File: src/rtl/sram_rd_pkg.sv
package sram_rd_pkg;

    typedef enum logic [1:0] {
        CMD_NOP   = 2'b00,
        CMD_READ  = 2'b01,
        CMD_WRITE = 2'b10,
        CMD_DESEL = 2'b11
    } cmd_e;

    typedef enum logic [1:0] {
        ST_IDLE  = 2'b00,
        ST_READ  = 2'b01,
        ST_WRITE = 2'b10
    } st_e;

    // Low address bits of the nth word of a four-word burst.
    function automatic logic [1:0] burst_lo(input logic [1:0] base,
                                            input logic [1:0] n,
                                            input logic       lin);
        return lin ? (base + n) : (base ^ n);
    endfunction

endpackage

File: src/rtl/sram_burst_addr.sv
module sram_burst_addr
    import sram_rd_pkg::*;
#(
    parameter int AW = 6
) (
    input  logic          clk,
    input  logic          rst_n,
    input  logic          load,
    input  logic          step,
    input  logic          lin,
    input  logic [AW-1:0] load_addr,
    output logic [AW-1:0] cur_addr,
    output logic [AW-1:0] nxt_addr
);
    localparam int CW = 2;

    logic [AW-1:0] base_q, base_n;
    logic [CW-1:0] cnt_q, cnt_n;

    always_comb begin
        base_n = base_q;
        cnt_n  = cnt_q;
        if (load) begin
            base_n = load_addr;
            cnt_n  = '0;
        end else if (step) begin
            cnt_n  = cnt_q + 1'b1;
        end
    end

    always_ff @(posedge clk or negedge rst_n) begin
        if (!rst_n) begin
            base_q <= '0;
            cnt_q  <= '0;
        end else begin
            base_q <= base_n;
            cnt_q  <= cnt_n;
        end
    end

    assign cur_addr = {base_q[AW-1:CW], burst_lo(base_q[CW-1:0], cnt_q, lin)};
    assign nxt_addr = {base_n[AW-1:CW], burst_lo(base_n[CW-1:0], cnt_n, lin)};

    // stepping never leaves the aligned four-word group
    p_burst_group_r3: assert property (@(posedge clk) disable iff (!rst_n)
        (step && !load) |=> (cur_addr[AW-1:CW] == $past(cur_addr[AW-1:CW])))
        else $error("burst left its group");

endmodule

File: src/rtl/sram_word_array.sv
module sram_word_array #(
    parameter int AW = 6,
    parameter int DW = 32
) (
    input  logic            clk,
    input  logic            we,
    input  logic [AW-1:0]   waddr,
    input  logic [DW-1:0]   wdata,
    input  logic [DW/8-1:0] wmask,
    input  logic [AW-1:0]   raddr,
    output logic [DW-1:0]   rdata
);
    localparam int NB    = DW / 8;
    localparam int DEPTH = 1 << AW;

    for (genvar g = 0; g < NB; g++) begin : g_lane
        logic [7:0] lane_mem [DEPTH];

        always_ff @(posedge clk) begin
            if (we && wmask[g]) lane_mem[waddr] <= wdata[8*g +: 8];
        end

        assign rdata[8*g +: 8] = lane_mem[raddr];
    end

endmodule

File: src/rtl/sram_out_pipe.sv
module sram_out_pipe #(
    parameter int DW = 32
) (
    input  logic          clk,
    input  logic          rst_n,
    input  logic          pipe_en,
    input  logic          s1_live,
    input  logic [DW-1:0] s1_word,
    input  logic          out_en,
    output logic          drive_v,
    output logic [DW-1:0] bus_dq,
    output logic          bus_oe
);
    logic          s2_live;
    logic [DW-1:0] s2_word;

    always_ff @(posedge clk or negedge rst_n) begin
        if (!rst_n) begin
            s2_live <= 1'b0;
            s2_word <= '0;
        end else begin
            s2_live <= s1_live;
            s2_word <= s1_word;
        end
    end

    always_comb begin
        drive_v = pipe_en ? s2_live : s1_live;
        bus_dq  = pipe_en ? s2_word : s1_word;
        bus_oe  = out_en & drive_v;
    end

    // output enable low keeps the bus released
    p_oe_gate_r7: assert property (@(posedge clk) disable iff (!rst_n)
        !out_en |-> !bus_oe)
        else $error("bus driven with output enable low");

    // in pipelined mode a live first stage shows up one edge later
    p_pipe_follow_r2: assert property (@(posedge clk) disable iff (!rst_n)
        (pipe_en && s1_live) |=> drive_v)
        else $error("pipelined stage lost a read");

endmodule

File: src/rtl/sram_rd_stage.sv
module sram_rd_stage
    import sram_rd_pkg::*;
#(
    parameter int AW = 6,
    parameter int DW = 32
) (
    input  logic            clk,
    input  logic            rst_n,
    input  logic            pipe_en,
    input  logic            lin_burst,
    input  logic [1:0]      cmd,
    input  logic [AW-1:0]   addr,
    input  logic            adv,
    input  logic [DW-1:0]   wr_data,
    input  logic [DW/8-1:0] wr_be,
    input  logic            wr_all,
    input  logic            out_en,
    output logic [DW-1:0]   bus_dq,
    output logic            bus_oe
);
    localparam int NB = DW / 8;

    cmd_e          cmd_c;
    st_e           state_q, state_n;
    logic          ld, stp, we;
    logic [NB-1:0] wmask;
    logic [AW-1:0] cur_addr, nxt_addr;
    logic [DW-1:0] rd_word;
    logic          s1_live, drive_v;

    assign cmd_c = cmd_e'(cmd);

    // next-state logic
    always_comb begin
        state_n = state_q;
        unique case (cmd_c)
            CMD_NOP:   state_n = state_q;
            CMD_READ:  state_n = ST_READ;
            CMD_WRITE: state_n = ST_WRITE;
            CMD_DESEL: state_n = ST_IDLE;
            default:   state_n = ST_IDLE;
        endcase
    end

    // state register
    always_ff @(posedge clk or negedge rst_n) begin
        if (!rst_n) state_q <= ST_IDLE;
        else        state_q <= state_n;
    end

    // output decode
    always_comb begin
        ld      = (cmd_c == CMD_READ) || (cmd_c == CMD_WRITE);
        stp     = (cmd_c == CMD_NOP) && adv && (state_q != ST_IDLE);
        we      = (cmd_c == CMD_WRITE) ||
                  ((cmd_c == CMD_NOP) && adv && (state_q == ST_WRITE));
        wmask   = wr_all ? {NB{1'b1}} : wr_be;
        s1_live = (state_q == ST_READ);
    end

    sram_burst_addr #(.AW(AW)) u_addr (
        .clk       (clk),
        .rst_n     (rst_n),
        .load      (ld),
        .step      (stp),
        .lin       (lin_burst),
        .load_addr (addr),
        .cur_addr  (cur_addr),
        .nxt_addr  (nxt_addr)
    );

    sram_word_array #(.AW(AW), .DW(DW)) u_mem (
        .clk   (clk),
        .we    (we),
        .waddr (nxt_addr),
        .wdata (wr_data),
        .wmask (wmask),
        .raddr (cur_addr),
        .rdata (rd_word)
    );

    sram_out_pipe #(.DW(DW)) u_out (
        .clk     (clk),
        .rst_n   (rst_n),
        .pipe_en (pipe_en),
        .s1_live (s1_live),
        .s1_word (rd_word),
        .out_en  (out_en),
        .drive_v (drive_v),
        .bus_dq  (bus_dq),
        .bus_oe  (bus_oe)
    );

    // flow-through read is live right after its command edge
    p_flow_lat_r1: assert property (@(posedge clk) disable iff (!rst_n)
        (!pipe_en && cmd_c == CMD_READ) |=> drive_v)
        else $error("flow-through read late");

    // pipelined read is live one edge later
    p_pipe_lat_r2: assert property (@(posedge clk) disable iff (!rst_n)
        (pipe_en && cmd_c == CMD_READ) |-> ##2 drive_v)
        else $error("pipelined read late");

    // pipelined deselect holds the bus for one more cycle
    p_desel_hold_r6: assert property (@(posedge clk) disable iff (!rst_n)
        (pipe_en && cmd_c == CMD_DESEL && state_q == ST_READ) |=> drive_v ##1 !drive_v)
        else $error("deselect timing wrong");

    // no drive in the slot of a write
    p_wr_quiet_r9: assert property (@(posedge clk) disable iff (!rst_n)
        (!pipe_en && cmd_c == CMD_WRITE) |=> !drive_v)
        else $error("bus driven during write");

endmodule

File: config.mk
export PLATFORM = sky130hd
export DESIGN_NAME = sram_rd_stage
export DESIGN_NICKNAME = d
export VERILOG_FILES = /design/src/rtl/sram_rd_pkg.sv /design/src/rtl/sram_burst_addr.sv /design/src/rtl/sram_word_array.sv /design/src/rtl/sram_out_pipe.sv /design/src/rtl/sram_rd_stage.sv
export SDC_FILE = /design/constraint.sdc
export NUM_CORES = 2
export LEC_CHECK = 0
export BUFFER_PORTS_ARGS = -buffer_cell sky130_fd_sc_hd__buf_4
export CAP_MARGIN = 25
export CORE_ASPECT_RATIO = 0.9
export CORE_MARGIN = 8
export CORE_UTILIZATION = 42
export DETAILED_ROUTE_END_ITERATION = 10
export PLACE_DENSITY_LB_ADDON = 0.05
export SETUP_SLACK_MARGIN = 0.05
export SKIP_CTS_REPAIR_TIMING = 1
export SYNTH_ARGS = -nofsm -noshare
export SYNTH_HDL_FRONTEND = slang
export SYNTH_HIERARCHICAL = 1
export SYNTH_SLANG_ARGS = --single-unit
File: constraint.sdc
create_clock -name clk -period 4.5 [get_ports clk]
set_input_delay 0.9 -clock clk [delete_from_list [all_inputs] [get_ports clk]]
set_output_delay 0.9 -clock clk [all_outputs]
set_load 0.1 [all_outputs]
==> impl_metrics.env <==
export IMPL_preCtsSetupSlack_ns=-0.3811
export IMPL_setup_tns_ns=-12.58
export IMPL_h_tree_depth=4
export IMPL_async_reset_ff_share_pct=2.056
export IMPL_report_final_slew_viol_count=0
export IMPL_die_x_um=477.9
export IMPL_drt_iter0_markers=5007
export IMPL_vias_per_cell=5.874
export IMPL_initial_core_util_pct=42.28
export IMPL_synth_ff_type="edfxtp_1"
export IMPL_synth_cell_types=49
export IMPL_grt_max_degree=65
export IMPL_clk_latency_ns=0.85
export IMPL_hold_class="in -> async"
export IMPL_period_needed_ns=4.980
export IMPL_syn_nets=3758
export IMPL_layout_common_cells="2048 x edfxtp_1, 585 x buf_4, 509 x mux4_2, 274 x nor2_1, 239 x clkbuf_16"
export IMPL_setup_violations=32
export IMPL_syn_to_final_growth_pct=22.33
export IMPL_setup_ws_ns=-0.4796
export IMPL_end_kind="output port"
export IMPL_wl_per_cell_um=35.08
export IMPL_arrival_ns=4.08
export IMPL_final_util_pct=51.72
export IMPL_synth_seq_cells=2091
export IMPL_synth_cells=3702
export IMPL_ant_nets=0
export IMPL_min_period_over_period_pct=110.7
export IMPL_crit_path_cell_trace="ha_4, buf_12, buf_16, buf_16, buf_4, mux4_2, a22o_1, a221oi_2, buf_4, a221oi_1, buf_4, mux2_4, buf_6"
export IMPL_clockBufferDepth=3
export IMPL_die_h_um=431.7
export IMPL_max_freq_mhz=200.8
export IMPL_first_pass_iters=7
export IMPL_yosysSeqAreaShare_pct=77.60
export IMPL_p_per_area_mw_per_mm2=498.4
export IMPL_place_congestion=0.8720
export IMPL_ys_warn_count=6
export IMPL_path_class="reg -> out"
export IMPL_skew_ns=0.03407
export IMPL_cts_root_buffer="clkbuf_16"
export IMPL_grt_overflow=0
export IMPL_cts_inserted_buffers=213
export IMPL_outcome="finished with violations"
export IMPL_max_slew_margin_pct=22.78
export IMPL_total_power_mw=49.17
export IMPL_vias=42330
export IMPL_coreArea_mm2=0.1908
export IMPL_syn_mean_instance_area_um2=21.78
export IMPL_drc=0
export IMPL_io_pins=84
export IMPL_peakVddDrop_v=0.0004073
export IMPL_hold_violations=0
export IMPL_synth_cell_area_mm2=0.08064
export IMPL_cpPeakStageDelay_ns=0.55
export IMPL_worstPathRequired_ns=3.60
export IMPL_cts_tree="yes"
export IMPL_drive_above_1_share_pct=39.04
export IMPL_wl_um=252900
export IMPL_cts_sinks=2091
export IMPL_dpl_cell_count=6642
export IMPL_fillers=15020
export IMPL_crit_top_cell="buf_4"
export IMPL_stdcell_area_mm2=0.09865
export IMPL_synth_edf_count=2048
export IMPL_hpwl_um=166100
export IMPL_layout_cells_most_common="edfxtp_1"
export IMPL_die_area_mm2=0.2063
export IMPL_cap_violations=0
export IMPL_rsz0062_at_grt="yes"
export IMPL_critPathLaunchType="flop"
export IMPL_p_leak_nw=32.17
export IMPL_violations="negative setup slack"
export IMPL_place_area_mm2=0.08826
export IMPL_path_clk_slew_ns=0.06
export IMPL_hold_slack_ns=0.2393
export IMPL_grt_pass1_vias=42530
export IMPL_track_usage_pct=23.40
export IMPL_antenna_found_initial=17
export IMPL_instances_no_fill=7207
export IMPL_worstMarginPinSlew_ns=1.154
export IMPL_grt_pass1_wl_um=339700
export IMPL_nets=4531
export IMPL_num_rows=152
export IMPL_crit_slowest_cell="mux4_2"
export IMPL_numPortBuffers=83
export IMPL_crit_path_max_fanout=10
[metal layers]
| metal | track usage (%) | part of all wire, % |
|---|---|---|
| met1 | 32.61 | 41 |
| met5 | 0 | 0.011 |
| met4 | 7.532 | 3.4 |
| met2 | 37.21 | 48 |
| met3 | 4.934 | 7.6 |
[final cells by class]
| type | instances | area (µm²) | area share, % |
|---|---|---|---|
| Tap cell | 2541 | 3179 | 3.223 |
| Clock inverter | 134 | 1254 | 1.271 |
| Timing Repair Buffer | 783 | 8108 | 8.219 |
| Antenna cell | 7 | 17.52 | 0.01776 |
| Clock buffer | 265 | 5670 | 5.748 |
| Inverter | 5 | 18.77 | 0.01903 |
| Sequential cell | 2091 | 62590 | 63.44 |
| Multi-Input combinational cell | 1381 | 17810 | 18.06 |
[path summary, 6_finish.rpt]
| kind | start | end | slack (ns) | depth (start not counted) |
|---|---|---|---|---|
| worst min-delay path | rst_n | u_out/s2_word[29] | 0.24 | 1 |
| max in group asynchronous | rst_n | u_addr/base_q[3] | 3.49 | 1 |
| worst max register to register | state_q[1] | u_mem/g_lane[3].lane_mem[52][4] | 0.52 | 14 |
| worst max-delay path | u_addr/cnt_q[0] | bus_dq[8] | -0.48 | 13 |
| worst min register to register | state_q[1] | u_out/s2_live | 0.52 | 1 |
| min in group clk | addr[1] | u_addr/base_q[1] | 0.34 | 2 |
[synth_stat cells (8+ instances only)]
library cell     n  area share [%]
a21oi_1         33            0.20
a221oi_1        17            0.18
a22o_1           9           0.098
a22oi_1         34            0.32
buf_1            9           0.042
buf_2           51            0.32
buf_4           55            0.51
buf_6           13            0.18
clkbuf_1        97            0.45
dfrtp_1         43             1.3
edfxtp_1      2048              76
mux2_2          20            0.28
mux2_4          33            0.61
mux2i_1         55            0.68
mux4_2         509              14
nand2_1         86            0.40
nand2b_1         8           0.062
nand3_1         17            0.11
nor2_1         280             1.3
nor3_1          14           0.087
nor4_1          21            0.16
o21ai_0         19            0.12
o221ai_1        22            0.24
o22a_1          21            0.23
o22ai_1        113            0.88
or2_2            8           0.062
[worst max-delay path: cells and delay by family (launching register included)]
kind / cells / cell delay [ns]
buffers and inverters: 7 / 1.15
multiplexers: 2 / 0.83
AO/OA/AOI/OAI: 3 / 0.49
flip-flops: 1 / 0.42
adder cells (fa/ha/maj): 1 / 0.31
[flip-flops by register name, indices dropped and copies added, names as in the netlist]
signal and flops:
u_mem/g_lane.lane_mem 2048, u_out/s2_word 32, u_addr/base_q 6, state_q 2, u_addr/cnt_q 2, u_out/s2_live 1
[logic make-up after synthesis]
group,count (synthesis),synth area share [%]
AOI/OAI and AO/OA,287,2.475
xor gates and xnor gates,5,0.05431
adders and majority gates,5,0.07758
buffers and inverters,230,1.527
DFF,2091,77.60
muxes,617,15.79
and+or+nand+nor,467,2.479
[power breakdown]
group	switching (mW)	leakage [nW]	internal (mW)	total, mW
Clock	7.39	3.38	10.2	17.5
Sequential	0.0899	18.9	21.6	21.7
Combinational	5.55	9.88	4.37	9.92
Total	13.0	32.2	36.1	49.2
(Power assumes the default switching activity.)
